### src/rtl/fault_flag_pkg.sv
package fault_flag_pkg;

    typedef enum logic [1:0] {
        PF_CLEAR  = 2'd0,
        PF_ACTIVE = 2'd1,
        PF_HELD   = 2'd2
    } prim_state_t;

    typedef enum logic {
        SF_IDLE = 1'b0,
        SF_SET  = 1'b1
    } sec_state_t;

    typedef enum logic [1:0] {
        RQ_IDLE    = 2'd0,
        RQ_MEASURE = 2'd1,
        RQ_ARMED   = 2'd2
    } qual_state_t;

    localparam int unsigned NUM_PRIM = 3;
    localparam int unsigned NUM_SEC  = 3;

    // {fault1, fault2} code contributed by each source
    function automatic logic [1:0] prim_code(input int unsigned idx);
        unique case (idx)
            0:       return 2'b10;
            1:       return 2'b01;
            default: return 2'b11;
        endcase
    endfunction

    function automatic logic [1:0] sec_code(input int unsigned idx);
        return (idx == 0) ? 2'b10 : 2'b01;
    endfunction

endpackage

### src/rtl/clr_width_qual.sv
module clr_width_qual
    import fault_flag_pkg::*;
#(
    parameter int unsigned RST_MIN_CYCLES = 25
) (
    input  logic clk,
    input  logic rst_n,
    input  logic flag_clr_i,
    output logic clr_fire_o
);
    localparam int unsigned CNT_W = $clog2(RST_MIN_CYCLES + 1);
    localparam logic [CNT_W-1:0] CNT_LAST = CNT_W'(RST_MIN_CYCLES - 1);
    localparam bit SINGLE = (RST_MIN_CYCLES <= 1);

    qual_state_t       state_q, state_d;
    logic [CNT_W-1:0]  cnt_q, cnt_d;
    logic              fire_d;

    always_ff @(posedge clk or negedge rst_n) begin
        if (!rst_n) begin
            state_q    <= RQ_IDLE;
            cnt_q      <= '0;
            clr_fire_o <= 1'b0;
        end else begin
            state_q    <= state_d;
            cnt_q      <= cnt_d;
            clr_fire_o <= fire_d;
        end
    end

    always_comb begin
        state_d = state_q;
        cnt_d   = cnt_q;
        fire_d  = 1'b0;
        unique case (state_q)
            RQ_IDLE: begin
                if (flag_clr_i) begin
                    cnt_d   = CNT_W'(1);
                    state_d = SINGLE ? RQ_ARMED : RQ_MEASURE;
                end
            end
            RQ_MEASURE: begin
                if (!flag_clr_i) begin
                    state_d = RQ_IDLE;
                end else if (cnt_q == CNT_LAST) begin
                    state_d = RQ_ARMED;
                end else begin
                    cnt_d = cnt_q + CNT_W'(1);
                end
            end
            RQ_ARMED: begin
                if (!flag_clr_i) begin
                    state_d = RQ_IDLE;
                    fire_d  = 1'b1;
                end
            end
            default: state_d = RQ_IDLE;
        endcase
    end


    fire_after_low_chk: assert property (@(posedge clk) disable iff (!rst_n)
        clr_fire_o |-> !$past(flag_clr_i));


    fire_single_chk: assert property (@(posedge clk) disable iff (!rst_n)
        clr_fire_o |=> !clr_fire_o);

endmodule

### src/rtl/prim_flag_cell.sv
module prim_flag_cell
    import fault_flag_pkg::*;
(
    input  logic clk,
    input  logic rst_n,
    input  logic restart_i,
    input  logic cond_i,
    input  logic clr_fire_i,
    output logic flag_o,
    output logic active_o
);
    prim_state_t state_q, state_d;

    always_ff @(posedge clk or negedge rst_n) begin
        if (!rst_n) state_q <= PF_CLEAR;
        else        state_q <= state_d;
    end

    always_comb begin
        state_d = state_q;
        if (restart_i) begin
            state_d = PF_CLEAR;
        end else begin
            unique case (state_q)
                PF_CLEAR:  if (cond_i) state_d = PF_ACTIVE;
                PF_ACTIVE: if (!cond_i) state_d = PF_HELD;
                PF_HELD: begin
                    if (cond_i)          state_d = PF_ACTIVE;
                    else if (clr_fire_i) state_d = PF_CLEAR;
                end
                default: state_d = PF_CLEAR;
            endcase
        end
    end

    always_comb begin
        flag_o   = (state_q != PF_CLEAR);
        active_o = (state_q == PF_ACTIVE);
    end


    prim_hold_chk: assert property (@(posedge clk) disable iff (!rst_n)
        (cond_i && !restart_i) |=> flag_o);


    prim_restart_chk: assert property (@(posedge clk) disable iff (!rst_n)
        restart_i |=> !flag_o);

endmodule

### src/rtl/sec_flag_cell.sv
module sec_flag_cell
    import fault_flag_pkg::*;
#(
    parameter int unsigned N_CH = 2
) (
    input  logic            clk,
    input  logic            rst_n,
    input  logic            restart_i,
    input  logic [N_CH-1:0] evt_i,
    input  logic            clr_fire_i,
    output logic            flag_o
);
    sec_state_t state_q, state_d;
    logic       any_evt;

    always_ff @(posedge clk or negedge rst_n) begin
        if (!rst_n) state_q <= SF_IDLE;
        else        state_q <= state_d;
    end

    always_comb begin
        any_evt = |evt_i;
        state_d = state_q;
        if (restart_i) begin
            state_d = SF_IDLE;
        end else begin
            unique case (state_q)
                SF_IDLE: if (any_evt) state_d = SF_SET;
                SF_SET:  if (clr_fire_i && !any_evt) state_d = SF_IDLE;
                default: state_d = SF_IDLE;
            endcase
        end
    end

    always_comb flag_o = (state_q == SF_SET);


    sec_evt_wins_chk: assert property (@(posedge clk) disable iff (!rst_n)
        (any_evt && !restart_i) |=> flag_o);


    sec_clear_chk: assert property (@(posedge clk) disable iff (!rst_n)
        (clr_fire_i && !any_evt) |=> !flag_o);

endmodule

### src/rtl/fault_flag_latch.sv
module fault_flag_latch
    import fault_flag_pkg::*;
#(
    parameter int unsigned N_CH           = 2,
    parameter int unsigned RST_MIN_CYCLES = 25
) (
    input  logic            clk,
    input  logic            rst_n,
    input  logic            restart_i,
    input  logic            prim_uv_i,
    input  logic            prim_ov_i,
    input  logic            prim_ot_i,
    input  logic [N_CH-1:0] sec_uv_evt_i,
    input  logic [N_CH-1:0] sec_ov_evt_i,
    input  logic [N_CH-1:0] sec_oc_evt_i,
    input  logic            flag_clr_i,
    output logic            fault1_o,
    output logic            fault2_o,
    output logic            pwm_inhibit_o
);
    logic                  clr_fire;
    logic [NUM_PRIM-1:0]   prim_cond, prim_flag, prim_active;
    logic [NUM_SEC-1:0]    sec_flag;
    logic [N_CH-1:0]       sec_evt [NUM_SEC];
    logic [1:0]            code;

    assign prim_cond  = {prim_ot_i, prim_ov_i, prim_uv_i};
    assign sec_evt[0] = sec_uv_evt_i;
    assign sec_evt[1] = sec_ov_evt_i;
    assign sec_evt[2] = sec_oc_evt_i;

    clr_width_qual #(.RST_MIN_CYCLES(RST_MIN_CYCLES)) qual_i (
        .clk        (clk),
        .rst_n      (rst_n),
        .flag_clr_i (flag_clr_i),
        .clr_fire_o (clr_fire)
    );

    for (genvar p = 0; p < NUM_PRIM; p++) begin : g_prim
        prim_flag_cell prim_i (
            .clk        (clk),
            .rst_n      (rst_n),
            .restart_i  (restart_i),
            .cond_i     (prim_cond[p]),
            .clr_fire_i (clr_fire),
            .flag_o     (prim_flag[p]),
            .active_o   (prim_active[p])
        );
    end

    for (genvar s = 0; s < NUM_SEC; s++) begin : g_sec
        sec_flag_cell #(.N_CH(N_CH)) sec_i (
            .clk        (clk),
            .rst_n      (rst_n),
            .restart_i  (restart_i),
            .evt_i      (sec_evt[s]),
            .clr_fire_i (clr_fire),
            .flag_o     (sec_flag[s])
        );
    end

    always_comb begin
        code = 2'b00;
        for (int p = 0; p < NUM_PRIM; p++)
            if (prim_flag[p]) code = code | prim_code(p);
        for (int s = 0; s < NUM_SEC; s++)
            if (sec_flag[s]) code = code | sec_code(s);
        fault1_o      = code[1];
        fault2_o      = code[0];
        pwm_inhibit_o = |prim_active;
    end


    inhibit_flag_chk: assert property (@(posedge clk) disable iff (!rst_n)
        pwm_inhibit_o |-> (fault1_o || fault2_o));


    inhibit_follow_chk: assert property (@(posedge clk) disable iff (!rst_n)
        ((prim_uv_i || prim_ov_i || prim_ot_i) && !restart_i) |=> pwm_inhibit_o);

endmodule

### config.mk
export PLATFORM = sky130hd
export DESIGN_NAME = fault_flag_latch
export DESIGN_NICKNAME = d
export VERILOG_FILES = /design/src/rtl/fault_flag_pkg.sv /design/src/rtl/clr_width_qual.sv /design/src/rtl/prim_flag_cell.sv /design/src/rtl/sec_flag_cell.sv /design/src/rtl/fault_flag_latch.sv
export SDC_FILE = /design/constraint.sdc
export NUM_CORES = 1
export LEC_CHECK = 0
export ABC_AREA = 0
export CORE_UTILIZATION = 46
export CTS_CLUSTER_SIZE = 8
export DETAILED_ROUTE_END_ITERATION = 10
export GPL_TIMING_DRIVEN = 0
export PLACE_DENSITY_LB_ADDON = 0.08
export SYNTH_ARGS = -nofsm -noshare
export SYNTH_HDL_FRONTEND = slang
export SYNTH_SLANG_ARGS = --single-unit
### constraint.sdc
create_clock -name clk -period 3 [get_ports clk]
set_input_delay 0.6 -clock clk [delete_from_list [all_inputs] [get_ports clk]]
set_output_delay 0.6 -clock clk [all_outputs]
set_load 0.1 [all_outputs]
==> reports/results.tsv, run 1 <==
stage	metric	value	unit
outcome	status	finished clean	
cts	clock_latency	0.28	ns
routing	final_antenna_net_count	0	
cells_and_area	num-nets-final	114	
worst_setup_path	start_kind	flip-flop	
pwr	p_switching	147	uW
cts	cts_sinks	17	
worst_setup_path	worstSetupEndpointType	output port	
cells_and_area	final_cells	114	
pwr	vdd_drop_max	0.000377	V
cts	ctsHoldBuffers	0	
pwr	cellPowerDensity	488	nW/um2
die	std_cell_rows	14	
sta	tightest_slew	0.963	ns
sta	setup_ws	0.328	ns
job	drv_cap	0	
synth	syn_inst	80	
sta	setup-violations-final	0	
sta	slew_viol_final	0	
cts	clk_pin_slew	0.09	ns
sta	fin_skew	0.000884	ns
sta	slew_headroom	35.6	%
cells_and_area	n_antenna_cell	0	
sta	rsz0062_at_grt	false	
synth	synthesis.area	806	um2
cells_and_area	regArea	425	um2
die	ioPinCount	16	
cts	htreeDepth	1	
cells_and_area	nFillCells	130	
sta	finalSetupTns	0	ns
global_route	grt_pass1_wl	2.33	mm
cts	numCtsBuffers	3	
global_route	use_met2	25.4	%
global_route	top_usage_layer	met2	
cells_and_area	multiInputGateArea	328	um2
cts	cts_max_path_buffers	2	
global_route	antenna_found_initial	0	
cts	cts_setup_buffers	0	
worst_setup_path	path_class	reg2out	
cells_and_area	layout-drive-gt1-share	8.16	%
placement	io_buffers	14	
routing	wl_per_cell	12.5	um
worst_setup_path	crit_fanout	4	
sta	hold_violations	0	
global_route	grt.total_usage	16.9	%
placement	place.gp.congestion	0.741	
global_route	grt_use_met3	6.25	%
placement	place_ws	0.641	ns
placement	post-dp-hpwl	1.12	mm
routing	dr.pass1.iters	4	
synth	ys_seq_elements	17	
routing	vias_per_cell	5.49	
die	die_y	43.9	um
cells_and_area	syn_to_final_growth	23.3	%
routing	wl	1.42	mm
worst_hold_path	hp-class	reg2reg	
pwr	comb_power_share	22.2	%
synth	ys_types	26	
pwr	power.share.clock	23.8	%
global_route	grt_max_degree	18	
pwr	swShare	30.3	%
cts	cts_tree	yes	
synth	synth_nets	95	
sta	fin_crit	2.67	ns
die	dieArea	1920	um2
die	die_w	43.9	um
sta	min_period_over_period	89.1	%
die	start_util	51.1	%
worst_setup_path	cp.arrival	2.07	ns
placement	place_inst	110	
worst_setup_path	critPathRequiredTime	2.40	ns
pwr	p_int	338	uW
cts	post_cts_resized	0	
die	core_area	1580	um2
routing	drtIter0Drc	9	
routing	drc	0	
global_route	grtUsageMet1	23.5	%
global_route	grt_pass1_vias	551	
sta	fmax	374	MHz
synth	ys_seq_area_share	52.8	%
worst_setup_path	rrSetupSlack	1.60	ns
cts	clockRootBuffer	clkbuf_4	
pwr	leakage	0.000443	uW
pwr	seq_power_share	54.0	%
global_route	gr-total-overflow	0	
cells_and_area	final_area	993	um2
placement	place_area	966	um2
synth	postSynthAreaPerCell	10.1	um2
routing	via_count	626	
synth	synth_warnings	0	
## final cells by class
cell class	instances	share of cell area, %
tap	16	2.02
clock buffer	3	2.27
multi-input combinational	49	33.0
clock inverter	1	0.504
inverter	13	4.91
timing repair buffer	14	14.1
buffer	1	0.378
sequential	17	42.8
## power groups by stage
| stage | Sequential, uW | Combinational, uW | Clock [uW] |
|---|---|---|---|
| after CTS | 262 | 108 | 124 |
| after floorplan | 263 | 72.9 | 0 |
| final | 262 | 108 | 115 |
| after global routing | 265 | 119 | 131 |
| after global placement | 266 | 105 | 0 |
| after detailed placement | 267 | 108 | 0 |
## logic make-up after synthesis
| logic type | share of synthesized area (%) |
|---|---|
| AO/OA/AOI/OAI | 15.8 |
| AND/OR/NAND/NOR | 17.9 |
| adder cells (fa/ha/maj) | 3.11 |
| multiplexers | 3.88 |
| buffers and inverters | 6.52 |
| flip-flops | 52.8 |
## Yosys cell counts
cell type / instances / area, um2
dfrtp_1: 17 / 425
inv_1: 12 / 45.0
a211oi_1: 7 / 52.6
nand2_1: 5 / 18.8
nor3_1: 5 / 25.0
a21oi_1: 4 / 20.0
nor2_1: 4 / 15.0
nand3_1: 3 / 15.0
nor3b_1: 3 / 22.5
ha_1: 2 / 25.0
mux2i_1: 2 / 20.0
nand2b_1: 2 / 12.5
a22o_1: 1 / 8.76
a22oi_1: 1 / 7.51
a31o_2: 1 / 8.76
and2b_1: 1 / 7.51
and3_1: 1 / 6.26
clkbuf_1: 1 / 3.75
inv_2: 1 / 3.75
mux2_1: 1 / 11.3
nand2b_2: 1 / 8.76
nor4_1: 1 / 6.26
o21ai_0: 1 / 5.00
o21ai_4: 1 / 16.3
o32ai_1: 1 / 8.76
or3_1: 1 / 6.26
## sequential cells by signal, indices dropped and copies added (netlist names)
signal	count
qual_i.cnt_q	5
g_sec.sec_i.flag_o	3
g_prim.prim_i.state_q	6
qual_i.state_q	2
qual_i.clr_fire_o	1
## worst max-delay path, stage by stage (launching register included)
cell and delay, ns:
dfrtp_1 0.41, inv_1 0.10, a22oi_1 0.09, nand2_1 0.07, clkdlybuf4s50_1 1.12
## placed cells by master, fill, tap and decap left out
cell type        count
a211oi_1             7
a21oi_1              4
a22o_1               1
a22oi_1              1
a31o_2               1
and2b_1              1
and3_1               1
clkbuf_1             1
clkbuf_4             3
clkdlybuf4s50_1     14
clkinv_2             1
dfrtp_1             17
ha_1                 2
inv_1               12
inv_2                1
mux2_1               1
mux2i_1              2
nand2_1              5
nand2b_1             2
nand2b_2             1
nand3_1              3
nor2_1               4
nor3_1               5
nor3b_1              3
nor4_1               1
o21ai_0              1
o21ai_4              1
o32ai_1              1
or3_1                1
## through the flow
step | total power [uW] | hold WS (ns) | util (%)
floorplan | 336 | 0.304 | -
global placement | 371 | 0.481 | 61.3
detailed placement | 375 | 0.488 | 61.3
CTS | 494 | 0.503 | 63.0
global route | 515 | 0.513 | 63.0
finish | 485 | 0.501 | 63.0
## final timing paths
kind                                              from                     endpoint  cells past startpoint
setup / recovery           g_prim[1].prim_i.state_q[1]                pwm_inhibit_o                      4
hold / removal                         qual_i.cnt_q[4]              qual_i.cnt_q[4]                      1
setup reg to reg                       qual_i.cnt_q[1]              qual_i.cnt_q[0]                      5
hold reg to reg                        qual_i.cnt_q[4]              qual_i.cnt_q[4]                      1
max in group asynchronous                        rst_n              qual_i.cnt_q[2]                      1
min in group asynchronous                        rst_n  g_prim[2].prim_i.state_q[0]                      1
## per-layer routing
layer	vias up	wire, um
li1	314	-
met1	301	706
met2	9	650
met3	2	54
met4	0	10
met5	-	0
Note: power is estimated with default switching activity, not from simulation.
==> run 2, diff against run 1 <==
--- a/config.mk
+++ b/config.mk
@@ -6,7 +6,7 @@
 export NUM_CORES = 1
 export LEC_CHECK = 0
 export ABC_AREA = 0
-export CORE_UTILIZATION = 46
+export CORE_UTILIZATION = 44
 export CTS_CLUSTER_SIZE = 8
 export DETAILED_ROUTE_END_ITERATION = 10
 export GPL_TIMING_DRIVEN = 0
==> constraint.sdc (replaced) <==
create_clock -name clk -period 2.3 [get_ports clk]
set_input_delay 0.46 -clock clk [delete_from_list [all_inputs] [get_ports clk]]
set_output_delay 0.46 -clock clk [all_outputs]
set_load 0.1 [all_outputs]
==> run 2 against run 1 <==
Compared with the run above: combinational power increased by 26%; routed wire length up 0.99%; global-route usage down 0.089 points; first-iteration DRC count rose by 22%; sequential power rose by 31%; via count is 1.6% lower; core utilization decreased by 5.0 points; design area increased by 0.76%; die area up 4.3%; worst hold slack lost 0.015 ns; worst setup slack got worse by 0.24 ns; critical endpoint unchanged; largest cell class unchanged; highest routed layer unchanged.
==> reports/results.tsv, run 2 (synthesized netlist as in run 1, its figures left out) <==
stage	metric	value	unit
worst_setup_path	cp.arrival	1.75	ns
routing	final_antenna_net_count	0	
placement	place_ws	0.0744	ns
global_route	grt_pass1_wl	2.33	mm
worst_setup_path	crit_fanout	4	
cts	clk_pin_slew	0.09	ns
routing	wl	1.44	mm
die	core_area	1730	um2
sta	fin_crit	2.21	ns
placement	place.gp.congestion	0.744	
cts	clockRootBuffer	clkbuf_4	
sta	rsz0062_at_grt	false	
routing	via_count	616	
cts	cts_sinks	17	
placement	io_buffers	14	
worst_setup_path	path_class	reg2out	
die	die_y	44.8	um
cts	cts_setup_buffers	0	
cts	clock_latency	0.28	ns
die	die_w	44.8	um
pwr	vdd_drop_max	0.000462	V
sta	fin_skew	0.000636	ns
sta	setup_ws	0.0851	ns
global_route	antenna_found_initial	0	
sta	slew_headroom	36.9	%
global_route	gr-total-overflow	0	
routing	wl_per_cell	11.7	um
pwr	leakage	0.000440	uW
cts	cts_max_path_buffers	2	
worst_setup_path	worstSetupEndpointType	output port	
cells_and_area	largest_reg_flops	6	
worst_setup_path	slowest_stage	clkdlybuf4s15_1	
cts	cts_tree	yes	
cells_and_area	n_antenna_cell	0	
job	drv_cap	0	
worst_hold_path	hp-class	reg2reg	
worst_setup_path	start_kind	flip-flop	
cells_and_area	regMostFlops	g_prim.prim_i.state_q	
cells_and_area	layout_commonest_cell	dfrtp_1	
global_route	grt.total_usage	16.8	%
global_route	grt_max_degree	18	
routing	vias_per_cell	5.01	
worst_setup_path	cp.buffers_inverters	2	
sta	fmax	451	MHz
routing	dr.pass1.iters	4	
cells_and_area	num-nets-final	114	
cts	ctsHoldBuffers	0	
die	start_util	46.7	%
cells_and_area	layout-drive-gt1-share	7.14	%
cts	numCtsBuffers	3	
sta	slew_viol_final	0	
sta	finalSetupTns	0	ns
routing	drc	0	
cells_and_area	final_area	1000	um2
global_route	grt_pass1_vias	568	
sta	min_period_over_period	96.3	%
cells_and_area	final_cell_mix	dfrtp_1 (17), inv_1 (12), clkdlybuf4s50_1 (11)	
cells_and_area	utilization	58.0	%
placement	post-dp-hpwl	1.12	mm
worst_setup_path	critical-path-top-delay-family	buffers and inverters	
cts	htreeDepth	1	
sta	tightest_slew	0.950	ns
sta	hold_violations	0	
worst_setup_path	crit_chain	inv_1 -> a22oi_1 -> nand2_1 -> clkdlybuf4s15_1	
pwr	power.total	629	uW
worst_setup_path	critical-path-max-stage-delay	0.81	ns
routing	drtIter0Drc	11	
pwr	cellPowerDensity	629	nW/um2
die	std_cell_rows	15	
sta	setup-violations-final	0	
cells_and_area	syn_to_final_growth	24.2	%
die	dieArea	2010	um2
die	ioPinCount	16	
worst_setup_path	critPathRequiredTime	1.84	ns
outcome	status	finished clean	
placement	place_area	977	um2
[run 2: cell types whose count changed in the layout (fill, tap and decap cells not counted)]
cell             previous run  this run
clkdlybuf4s50_1            14        11
clkbuf_1                    1         2
clkdlybuf4s15_1             0         1
dlygate4sd2_1               0         2
clkinv_2                    1         0
[run 2: per-stage QoR]
stage               cells  hold WS, ns
detailed placement    119        0.478
CTS                   123        0.491
finish                123        0.486
floorplan              80        0.164
global route          123        0.493
global placement      119        0.473
[run 2: metal layers]
layer / wire (um) / GRT usage (%) / part of all wire [%]
met1: 661 / 20.1 / 46
met2: 690 / 28.8 / 48
met5: 0 / 0 / 0
met3: 61 / 2.80 / 4.3
met4: 22 / 9.09 / 1.5
[run 2: power by group]
group / internal, uW / switching, uW
Combinational: 52.1 / 84.2
Sequential: 321 / 20.9
Clock: 67.3 / 83.7
Total: 440 / 189
[run 2: worst paths after layout]
path | from | to | slack, ns | cells past startpoint
min reg2reg | qual_i.cnt_q[4] | qual_i.cnt_q[4] | 0.49 | 1
max in group asynchronous | rst_n | g_prim[1].prim_i.state_q[0] | 1.25 | 1
max reg2reg | qual_i.cnt_q[0] | qual_i.cnt_q[0] | 0.87 | 5
min in group asynchronous | rst_n | g_sec[0].sec_i.flag_o | 0.60 | 1
min | qual_i.cnt_q[4] | qual_i.cnt_q[4] | 0.49 | 1
max | g_prim[1].prim_i.state_q[1] | pwm_inhibit_o | 0.09 | 4
[run 2: area by class of cell]
cell class | instances | area (um2)
Fill cell | 160 | 726
Clock buffer | 4 | 26.3
Buffer | 1 | 3.75
Inverter | 13 | 48.8
Sequential cell | 17 | 425
Multi-Input combinational cell | 49 | 328
Timing Repair Buffer | 14 | 138
Tap cell | 25 | 31.3
[run 2: timing repair]
action / 4_1_cts / 5_1_grt
endpoints found under the setup margin: 3 / 1
endpoints found under the hold margin: 0 / 0
gates resized for setup: 3 / 1
